==> src/rtl/csel_pkg.sv <==
package csel_pkg;
  localparam int ADDR_W   = 24;
  localparam int BASE_LSB = 11;
  localparam int BASE_W   = ADDR_W - BASE_LSB;
  localparam int BLK_W    = 3;
  localparam int ACK_W    = 4;
  localparam int PRIO_W   = 3;
  localparam int REG_W    = 16;

  localparam logic [ACK_W-1:0] ACK_FAST = ACK_W'(14);
  localparam logic [ACK_W-1:0] ACK_EXT  = ACK_W'(15);

  typedef struct packed {
    logic [BASE_W-1:0] base;
    logic [BLK_W-1:0]  blksz;
  } base_reg_t;

  typedef struct packed {
    logic              sync_mode;
    logic [1:0]        lane;
    logic [1:0]        dir;
    logic              on_ds;
    logic [ACK_W-1:0]  ack_sel;
    logic [1:0]        space;
    logic [PRIO_W-1:0] prio;
    logic              avec;
  } opt_reg_t;

  // uncompared low bits of the base field per block-size code
  function automatic int unsigned blk_shift(input logic [BLK_W-1:0] code);
    case (code)
      3'd0: return 0;
      3'd1: return 2;
      3'd2: return 3;
      3'd3: return 5;
      3'd4: return 6;
      3'd5: return 7;
      3'd6: return 8;
      default: return 9;
    endcase
  endfunction
endpackage

==> src/rtl/csel_regs.sv <==
module csel_regs
  import csel_pkg::*;
(
  input  logic             clk_i,
  input  logic             rst_ni,
  input  logic             we_i,
  input  logic             sel_i,
  input  logic [REG_W-1:0] wdata_i,
  output base_reg_t        base_o,
  output opt_reg_t         opt_o
);
  always_ff @(posedge clk_i or negedge rst_ni) begin
    if (!rst_ni) begin
      base_o <= '0;
      opt_o  <= '0;
    end else if (we_i) begin
      if (sel_i) opt_o  <= opt_reg_t'(wdata_i);
      else       base_o <= base_reg_t'(wdata_i);
    end
  end
endmodule

==> src/rtl/csel_match.sv <==
module csel_match
  import csel_pkg::*;
(
  input  logic [ADDR_W-1:0] addr_i,
  input  logic [2:0]        fc_i,
  input  logic              rw_i,
  input  logic [1:0]        siz_i,
  input  base_reg_t         base_i,
  input  opt_reg_t          opt_i,
  output logic              hit_o,
  output logic              iack_o
);
  logic [BASE_W-1:0] mask;
  logic cpu_sp, user_sp, sup_sp;
  logic space_ok, addr_ok, dir_ok, lane_ok;
  logic lane_up, lane_lo;
  logic unused_addr;

  assign unused_addr = ^addr_i[BASE_LSB-1:4];

  always_comb begin
    for (int i = 0; i < BASE_W; i++)
      mask[i] = (i >= int'(blk_shift(base_i.blksz)));
  end

  assign cpu_sp  = (fc_i == 3'd7);
  assign user_sp = (fc_i == 3'd1) || (fc_i == 3'd2);
  assign sup_sp  = (fc_i == 3'd5) || (fc_i == 3'd6);

  always_comb begin
    case (opt_i.space)
      2'b00:   space_ok = cpu_sp;
      2'b01:   space_ok = user_sp;
      2'b10:   space_ok = sup_sp;
      default: space_ok = user_sp | sup_sp;
    endcase
  end

  assign iack_o = (opt_i.space == 2'b00);

  always_comb begin
    if (iack_o)
      addr_ok = (addr_i[19:16] == 4'hF) &&
                ((opt_i.prio == '0) || (addr_i[3:1] == opt_i.prio));
    else
      addr_ok = (((addr_i[ADDR_W-1:BASE_LSB] ^ base_i.base) & mask) == '0);
  end

  always_comb begin
    case (opt_i.dir)
      2'b01:   dir_ok = rw_i;
      2'b10:   dir_ok = !rw_i;
      2'b11:   dir_ok = 1'b1;
      default: dir_ok = 1'b0;
    endcase
  end

  assign lane_up = !addr_i[0];
  assign lane_lo = addr_i[0] || (siz_i != 2'b01);

  always_comb begin
    case (opt_i.lane)
      2'b01:   lane_ok = lane_lo;
      2'b10:   lane_ok = lane_up;
      2'b11:   lane_ok = 1'b1;
      default: lane_ok = 1'b0;
    endcase
  end

  assign hit_o = space_ok && addr_ok && dir_ok && lane_ok;
endmodule

==> src/rtl/csel_timing.sv <==
module csel_timing
  import csel_pkg::*;
(
  input  logic             clk_i,
  input  logic             rst_ni,
  input  logic             as_ni,
  input  logic             ds_ni,
  input  logic             hit_i,
  input  logic             wait_ds_i,
  input  logic             avec_i,
  input  logic [ACK_W-1:0] ack_sel_i,
  output logic             cs_no,
  output logic             ack_o,
  output logic             avec_o
);
  localparam int CNT_W = ACK_W;
  localparam logic [CNT_W-1:0] CNT_MAX = '1;

  logic             busy_q, hit_q, wait_ds_q, avec_q;
  logic [ACK_W-1:0] ack_sel_q;
  logic [CNT_W-1:0] cnt_q;
  logic             start, cs_act, ready;

  assign start = !as_ni && !busy_q;

  always_ff @(posedge clk_i or negedge rst_ni) begin
    if (!rst_ni) begin
      busy_q    <= 1'b0;
      hit_q     <= 1'b0;
      wait_ds_q <= 1'b0;
      avec_q    <= 1'b0;
      ack_sel_q <= '0;
      cnt_q     <= '0;
    end else if (as_ni) begin
      busy_q <= 1'b0;
      hit_q  <= 1'b0;
    end else if (start) begin
      busy_q    <= 1'b1;
      hit_q     <= hit_i;
      wait_ds_q <= wait_ds_i;
      avec_q    <= avec_i;
      ack_sel_q <= ack_sel_i;
      cnt_q     <= '0;
    end else if (hit_q && cnt_q != CNT_MAX) begin
      cnt_q <= cnt_q + 1'b1;
    end
  end

  always_comb begin
    if (ack_sel_q == ACK_FAST)     ready = 1'b1;
    else if (ack_sel_q == ACK_EXT) ready = 1'b0;
    else                           ready = (cnt_q > ack_sel_q);
  end

  assign cs_act = hit_q && !as_ni && (!wait_ds_q || !ds_ni);
  assign cs_no  = !cs_act;
  assign ack_o  = cs_act && ready && !avec_q;
  assign avec_o = cs_act && avec_q;
endmodule

==> src/rtl/csel_channel.sv <==
module csel_channel
  import csel_pkg::*;
(
  input  logic              clk_i,
  input  logic              rst_ni,
  input  logic              reg_we_i,
  input  logic              reg_sel_i,
  input  logic [REG_W-1:0]  reg_wdata_i,
  input  logic [ADDR_W-1:0] addr_i,
  input  logic [2:0]        fc_i,
  input  logic              rw_i,
  input  logic [1:0]        siz_i,
  input  logic              as_ni,
  input  logic              ds_ni,
  output logic              cs_no,
  output logic              ack_o,
  output logic              avec_o
);
  base_reg_t base_q;
  opt_reg_t  opt_q;
  logic      hit, iack;

  csel_regs u_regs (
    .clk_i   (clk_i),
    .rst_ni  (rst_ni),
    .we_i    (reg_we_i),
    .sel_i   (reg_sel_i),
    .wdata_i (reg_wdata_i),
    .base_o  (base_q),
    .opt_o   (opt_q)
  );

  csel_match u_match (
    .addr_i (addr_i),
    .fc_i   (fc_i),
    .rw_i   (rw_i),
    .siz_i  (siz_i),
    .base_i (base_q),
    .opt_i  (opt_q),
    .hit_o  (hit),
    .iack_o (iack)
  );

  csel_timing u_timing (
    .clk_i     (clk_i),
    .rst_ni    (rst_ni),
    .as_ni     (as_ni),
    .ds_ni     (ds_ni),
    .hit_i     (hit),
    .wait_ds_i (opt_q.on_ds && !opt_q.sync_mode),
    .avec_i    (opt_q.avec && iack),
    .ack_sel_i (opt_q.ack_sel),
    .cs_no     (cs_no),
    .ack_o     (ack_o),
    .avec_o    (avec_o)
  );
endmodule

==> config.mk <==
export PLATFORM = sky130hd
export DESIGN_NAME = csel_channel
export DESIGN_NICKNAME = d
export VERILOG_FILES = /design/src/rtl/csel_pkg.sv /design/src/rtl/csel_regs.sv /design/src/rtl/csel_match.sv /design/src/rtl/csel_timing.sv /design/src/rtl/csel_channel.sv
export SDC_FILE = /design/constraint.sdc
export NUM_CORES = 1
export LEC_CHECK = 0
export ABC_AREA = 1
export BUFFER_PORTS_ARGS = -buffer_cell sky130_fd_sc_hd__buf_2
export CORE_MARGIN = 10
export CORE_UTILIZATION = 40
export CTS_BUF_LIST = sky130_fd_sc_hd__clkbuf_16
export DETAILED_ROUTE_END_ITERATION = 10
export GPL_TIMING_DRIVEN = 0
export PLACE_DENSITY = 0.69
export SETUP_SLACK_MARGIN = 0.15
export SLEW_MARGIN = 20
export SYNTH_ARGS = -nofsm -noshare
export SYNTH_HDL_FRONTEND = slang
export SYNTH_SLANG_ARGS = --single-unit
==> constraint.sdc <==
create_clock -name clk_i -period 1.9 [get_ports clk_i]
set_clock_uncertainty 0.1 [all_clocks]
set_input_delay 0.38 -clock clk_i [delete_from_list [all_inputs] [get_ports clk_i]]
set_output_delay 0.38 -clock clk_i [all_outputs]
set_load 0.03 [all_outputs]
After elaboration in Yosys (flattened, before gate mapping)
Index checks and enable logic that the tools add are counted.
- add/sub/neg operators: 1
- $lt $le $gt $ge: 14
- equal/unequal tests: 25
- muxes and demuxes: 13
- bitwise logic cells: 5
- reductions and logical operators: 37
- operators by type and width (cell ; number):
    4-bit case mux with 7 select lines ; 1
    4-bit >= comparator (first input constant) ; 5
    3-bit equality test (second input constant) ; 6
    3-bit by 4-bit >= comparator with 1-bit output (first input constant) ; 4
    13-bit bitwise AND ; 1
    1-bit logical AND ; 13
    13-bit logical NOT ; 1
    13-bit XOR ; 1
    4-bit equality test (second input constant) ; 3
    2-bit equality test (second input constant) ; 5
    3-bit by 2-bit equality test with 1-bit output (second input constant) ; 3
    1-bit logical NOT ; 9
    1-bit case mux with 3 select lines ; 3
    1-bit by 4-bit >= comparator with 1-bit output (first input constant) ; 2
    2-bit by 4-bit >= comparator with 1-bit output (first input constant) ; 2
    4-bit two-way mux ; 2
    2-bit AND reduction ; 4
    1-bit two-way mux ; 7
    2-bit by 1-bit equality test with 1-bit output (second input constant) ; 3
    3-bit by 1-bit equality test with 1-bit output (second input constant) ; 2
    3-bit logical NOT ; 2
    1-bit logical OR ; 5
    4-bit by 1-bit adder with 4-bit output (second input constant) ; 1
    4-bit greater-than comparator ; 1
    7 further kinds ; 9
- register bits: 44
- input bits: 52
- output and inout port bits: 3
- logic and storage cells: 111

Longest topological paths before layout
Gate-level depths: netlist of the first run.
- depth in word-level cells: 11
- gate-level depth with buffers: 10
- mapped depth without buffers: 10

By module
Synthesis of the first run repeated with hierarchy kept, for this count alone.
- cell total of the unflattened synthesis: 357
- area total of the unflattened synthesis: 2533.7 µm²
- by module, submodules not included (module ; instances ; cells each ; area an instance (µm²)):
    csel_regs ; 1 ; 140 ; 1320.0
    csel_timing ; 1 ; 83 ; 664.4
    csel_match ; 1 ; 130 ; 531.8
    csel_channel ; 1 ; 4 ; 17.5

Worst setup path before layout of the first run
No wires, ideal clock.
- path type: register -> output
- start point: register u_timing.cnt_q[1]
- end point: output ack_o
- arrival time: 1.367 ns
- path slack: 0.053 ns
- cell stages (with the launch flop): 6
- buffers on the path: 0
- cells stage by stage: dfrtp_1 > ha_1 > a21oi_1 > o21ai_0 > a31oi_1 > nor2_1
- word-level cells in the longest chain between the ends: 5
- RTL lines (what ; line ; text):
    from (decl) ; csel_timing.sv:21 ; logic [CNT_W-1:0] cnt_q;
    from (signal assigned) ; csel_timing.sv:45 ; cnt_q <= cnt_q + 1'b1;
    4-bit greater-than comparator ; csel_timing.sv:52 ; else ready = (cnt_q > ack_sel_q);
    1-bit two-way mux ; csel_timing.sv:51 ; else if (ack_sel_q == ACK_EXT) ready = 1'b0;
    1-bit two-way mux ; csel_timing.sv:50 ; if (ack_sel_q == ACK_FAST) ready = 1'b1;
    1-bit logical AND (2 in a row) ; csel_timing.sv:57 ; assign ack_o = cs_act && ready && !avec_q;
    to (decl) ; csel_channel.sv:16 ; output logic ack_o,
No other way between the ends.

Final worst setup path of the first run
- start point: register u_timing.ack_sel_q[1]
- end point: output ack_o
- word-level cells in the longest chain between the ends: 5
- RTL lines (what ; line ; text):
    from (decl) ; csel_timing.sv:20 ; logic [ACK_W-1:0] ack_sel_q;
    from (signal assigned) ; csel_timing.sv:42 ; ack_sel_q <= ack_sel_i;
    4-bit greater-than comparator or 4-bit equality test (tied branches) ; csel_timing.sv:52, csel_timing.sv:51 ;
    1-bit two-way mux ; csel_timing.sv:51 ;
    1-bit two-way mux * ; csel_timing.sv:50 ;
    1-bit logical AND * (2 in a row) ; csel_timing.sv:57 ;
Mark *: on every way between the ends. The rest lies on a longest branch, timed or not.

==> results.ini, run 1 <==
[outcome]
status=finished with violations
violations=negative setup slack

[global_routing]
grt_pass1_wl_mm=10.1
grt_overflow=0
grt_usage=0.127
antenna_found_initial=0
grt_max_degree=45
grt_pass1_vias=2161

[setup_path]
slowest_stage=dfrtp_1
rrSetupSlack_ns=0.29
worstSetupEndpointType=primary output
start_kind=flip-flop
crit_chain=inv_1 -> ha_1 -> a21oi_2 -> o21ai_1 -> a31oi_1 -> nor2_2 -> buf_6
critPathMaxStageDelay_ns=0.35
critPathLaunch=u_timing.ack_sel_q[1]
crit_type=reg -> out
cp_data_required_time_ns=1.42
worst-path-max-fanout=2
crit_path_end=ack_o
rr_worst_depth=10
reg2reg_from=u_timing.cnt_q[1]
rr_endpoint=u_timing.cnt_q[3]
cp_data_arrival_time_ns=1.58

[timing]
tightest_slew_ns=0.961
drv_slew=0
setup_slack_ns=-0.161
rsz0062_at_grt=true
slew-limit-headroom=0.359
setup_violations=1
max_freq_mhz=485
period_needed_ns=2.06
hold_viol=0
timing.final.crit_share=1.08
setup_tns_ns=-0.161
holdWs_ns=0.148

[place]
hpwlAfterDp_mm=4.52
place_congestion=0.829
dp_slack_ns=0.0215
portBuffers=47

[yosys]
ys_seq_area_frac=0.464
synthSimpleGateAreaFrac=0.269
ys_ff_latch=44
synth_cells=327
yosysWarnings=0
synth_compound_area_frac=0.112
synth_fa_ha_area_frac=0.0263
yosysUniqueCellTypes=27
syn_nets=384
synth_area_mm2=0.00237
synth_top_family_by_area=simple AND/OR/NAND/NOR gates
synth_mux_area_frac=0
avgSynthCellArea_um2=7.26
synth_xor_area_frac=0.0111

[cts]
ctsHoldBuffers=0
clkTransAtPathRegs_ns=0.06
cts_tree=done
cts.sinks=44
clk_path_buf_depth=2
worstSkewPairLatency_ns=0.28
cts-root-buf=clkbuf_16
htreeDepth=2
cts-buffers-inserted=5

[floorplanning]
fp.dieW_um=97.1
fp.dieH_um=97.1
initial_core_util=0.406
rows=28
core_mm2=0.00585
num_io_pins=55
dieArea_mm2=0.00942

[layout]
area_growth_pct=23.1
drive_gt1_frac=0.212
nets=442
final_common_cell=nand2_1
n_antenna_cell=0
postLayoutCoreUtil=0.500
final_cell_mix=nand2_1, inv_1, buf_2, dfrtp_1, o21ai_0

[route]
drt-total-wl_mm=5.73
drc=0
wl_per_cell_um=12.4
drt.antenna.violating_nets=0
avgViaCountPerCell=4.64
drtIter0Drc=89
dr.pass1.iters=6
vias=2139

[power]
power_density_mw_per_mm2=808
cellLeakagePower_nw=1.63
vdd.ir_drop.worst_mv=0.389

[hold_path]
hold_class=in -> async

[job]
drv_cap=0

through the flow:
step | area [µm²] | cells | power, mW
after global placement | 2710 | 449 | 1.53
final | 2920 | 461 | 2.36
after detailed placement | 2710 | 449 | 1.55
after floorplan | 2380 | 327 | 1.39
after global routing | 2920 | 461 | 2.53
after CTS | 2870 | 458 | 2.37
what timing repair did:
action | in CTS | in global routing
endpoints found under the setup margin | 1 | 2
resized for setup | 6 | 6
buffers inserted | 1 | 3
pin swaps | 3 | 2
synth_stat cells, drive strengths merged:
cell	number	area, µm²
or2	1	8.76
a221oi	1	15.0
xnor2	2	17.5
nand4	2	12.5
o21ai	42	210
nor2	29	129
xor2	1	8.76
ha	5	62.6
dfrtp	44	1100
nor3	2	10.0
buf	3	21.3
clkbuf	5	18.8
nand2	109	422
nand3b	1	7.51
nand3	9	50.1
inv	64	240
a21oi	6	33.8
a31oi	1	6.26
registers in the layout (all words and copies together), names as in the netlist:
register	flops
u_timing.hit_q	1
u_regs.base_o	16
u_timing.wait_ds_q	1
u_timing.busy_q	1
u_timing.avec_q	1
u_regs.opt_o	16
u_timing.cnt_q	4
u_timing.ack_sel_q	4
how the worst min path moves through the flow:
stage	start	to	cells past startpoint
2_1_floorplan	rst_ni	u_regs.base_o[0]	0
3_3_place_gp	u_regs.opt_o[15]	u_regs.opt_o[15]	2
3_5_place_dp	u_regs.opt_o[6]	u_timing.ack_sel_q[0]	2
4_1_cts	rst_ni	u_regs.base_o[13]	1
5_1_grt	rst_ni	u_regs.opt_o[5]	1
6_report	rst_ni	u_regs.opt_o[5]	1
logic make-up after synthesis:
group | count (synthesis)
AND/OR/NAND/NOR | 153
buffers and inverters | 72
AO/OA/AOI/OAI | 50
flip-flops | 44
adder cells (fa/ha/maj) | 5
XOR/XNOR | 3
cell type report:
class                           count  area (µm²)
Sequential cell                    44        1100
Timing Repair Buffer               51         274
Inverter                           64         240
Multi-Input combinational cell    211        1030
Clock buffer                        5         125
Clock inverter                      3        15.0
Fill cell                         591        2930
Buffer                              8        40.0
Tap cell                           75        93.8
power breakdown:
group,total [mW],internal (mW),switching [mW]
logic,0.432,0.185,0.247
clock network,0.805,0.477,0.328
registers,1.12,1.04,0.0797
total,2.36,1.71,0.654
metal layers:
layer  vias to the layer above  part of all wire  GRT usage
met5                         -                 0          0
met4                         0             0.010     0.0341
met3                         6             0.047     0.0313
met2                        57              0.48      0.208
met1                       968              0.46      0.162
li1                       1108                 -          -
critical path, delay by kind of cell, from the launching register on:
kind | cells | cell delay, ns
AO/OA/AOI/OAI | 3 | 0.39
flip-flops | 1 | 0.35
adder cells (fa/ha/maj) | 1 | 0.31
buffers and inverters | 2 | 0.20
AND/OR/NAND/NOR | 1 | 0.06
Note: power is estimated with default switching activity, not from simulation.
==> run 2: changes to the inputs <==
==> constraint.sdc (replaced) <==
create_clock -name clk_i -period 2.3 [get_ports clk_i]
set_clock_uncertainty 0.1 [all_clocks]
set_input_delay 0.46 -clock clk_i [delete_from_list [all_inputs] [get_ports clk_i]]
set_output_delay 0.46 -clock clk_i [all_outputs]
set_load 0.03 [all_outputs]
==> run 2 against run 1 <==
Net effect:
- die area unchanged
- routed wire length rose by 0.77%
- final area down 0.43%
- the run now ends clean
- setup slack improved by 0.36 ns
- first-iteration DRC count up 13%
==> results.ini, run 2 (synthesis results as in run 1) <==
[global_routing]
grt_overflow=0  ; unchanged
grt_max_degree=45  ; unchanged
grt_pass1_wl_mm=9.76  ; was 10.1 mm
antenna_found_initial=0  ; unchanged
grt_usage=0.124  ; was 0.127
grt_pass1_vias=2169  ; was 2161

[floorplanning]
dieArea_mm2=0.00942  ; unchanged
core_mm2=0.00585  ; unchanged
fp.dieW_um=97.1  ; unchanged
initial_core_util=0.406  ; unchanged
num_io_pins=55  ; unchanged
fp.dieH_um=97.1  ; unchanged
rows=28  ; unchanged

[route]
drc=0  ; unchanged
drt.antenna.violating_nets=0  ; unchanged
dr.pass1.iters=4  ; was 6
drtIter0Drc=101  ; was 89
avgViaCountPerCell=4.56  ; was 4.64
vias=2101  ; was 2139
drt-total-wl_mm=5.78  ; was 5.73 mm
wl_per_cell_um=12.5  ; was 12.4 µm

[timing]
setup_violations=0  ; was 1
rsz0062_at_grt=true  ; unchanged
timing.final.crit_share=0.915
tightest_slew_ns=0.551  ; was 0.961 ns
setup_tns_ns=0  ; was -0.161 ns
max_freq_mhz=475
period_needed_ns=2.10
drv_slew=0  ; unchanged
hold_viol=0  ; unchanged
slew-limit-headroom=0.633  ; was 0.359

[cts]
cts-buffers-inserted=5  ; unchanged
clk_path_buf_depth=2  ; unchanged
worstSkewPairLatency_ns=0.28  ; about the same
cts.sinks=44  ; unchanged
htreeDepth=2  ; unchanged
clkTransAtPathRegs_ns=0.06  ; about the same
cts-root-buf=clkbuf_16  ; unchanged
cts_tree=done  ; unchanged

[place]
placed_cells=449  ; unchanged
hpwlAfterDp_mm=4.42  ; was 4.52 mm
place_congestion=0.797  ; was 0.829
portBuffers=47  ; unchanged

[layout]
reg_top3=u_regs.base_o (16), u_regs.opt_o (16)  ; unchanged
final_common_cell=nand2_1  ; unchanged
area_growth_pct=22.5  ; was 23.1%
nets=443  ; was 442
n_antenna_cell=0  ; unchanged
final_cell_mix=nand2_1, inv_1, buf_2, dfrtp_1, o21ai_0  ; unchanged
layout.cells.non_filler=461  ; unchanged
drive_gt1_frac=0.210  ; was 0.212

[setup_path]
crit_type=reg -> out  ; unchanged
cp_data_required_time_ns=1.74  ; was 1.42 ns
worst-path-max-fanout=3  ; was 2
reg2reg_from=u_timing.cnt_q[0]  ; was u_timing.cnt_q[1]
critPathLaunch=u_timing.cnt_q[3]  ; was u_timing.ack_sel_q[1]
start_kind=flip-flop  ; unchanged
cp_data_arrival_time_ns=1.54  ; was 1.58 ns
worstSetupEndpointType=primary output  ; unchanged

[power]
vdd.ir_drop.worst_mv=0.350  ; was 0.389 mV
cellLeakagePower_nw=1.64  ; was 1.63 nW
power_density_mw_per_mm2=668  ; was 808 mW/mm²

[outcome]
status=finished clean  ; was finished with violations

[hold_path]
hold_class=in -> async  ; unchanged

[job]
drv_cap=0  ; unchanged

## run 2: worst paths after layout
check                           slack (ns)  cells after the start                     to
worst max-delay path                  0.20                      6                  ack_o
worst min-delay path                  0.06                      1       u_regs.opt_o[15]
worst max register to register        0.72                     10      u_timing.cnt_q[3]
worst min register to register        0.39                      2  u_timing.ack_sel_q[2]
min in group clk_i                    0.31                      2        u_timing.busy_q
max in group asynchronous             1.63                      1      u_timing.cnt_q[3]
## run 2: per-layer routing
layer  wire, µm  track usage  vias to the layer above
li1           -            -                     1104
met3        283       0.0334                        5
met1       2710        0.148                      952
met4         67       0.0431                        0
met2       2720        0.209                       40
met5          0            0                        -
## run 2: worst max-delay path: stages, from the launching register on
cell     delay (ns)
dfrtp_2        0.44
ha_4           0.28
nand2_1        0.05
o21ai_1        0.12
a31oi_1        0.08
nor2_1         0.11
buf_4          0.17
## run 2: stage by stage
stage               power, mW  hold WS [ns]  setup WS, ns  utilization  cell area [µm²]
CTS                      1.94         0.270         0.156        0.490             2860
detailed placement       1.28         0.377         0.411        0.462             2700
finish                   1.94        0.0583         0.195        0.497             2910
global placement         1.26         0.366         0.430        0.462             2700
global route             2.06         0.123         0.124        0.497             2910
floorplan                1.15        0.0644         0.373            -             2370
## run 2: area by class of cell
type	instances	area, µm²
multi-input combinational	211	1020
clock inverter	2	8.76
inverter	64	240
timing repair buffer	52	278
fill	587	2940
clock buffer	5	125
tap	75	93.8
sequential	44	1100
buffer	8	40.0
## run 2: where the power goes
| group | internal, mW | leakage, nW | switching [mW] |
|---|---|---|---|
| logic | 0.151 | 1.01 | 0.201 |
| registers | 0.863 | 0.553 | 0.0663 |
| clock network | 0.390 | 0.0709 | 0.273 |
## run 2: repair_timing
action / CTS / global route
gates resized for setup: 4 / 5
pin swaps: 3 / 1
endpoints found under the hold margin: 0 / 0
setup endpoints to repair: 1 / 1
hold buffers: 0 / 0
buffers inserted: 1 / 4
cloned: 0 / 0
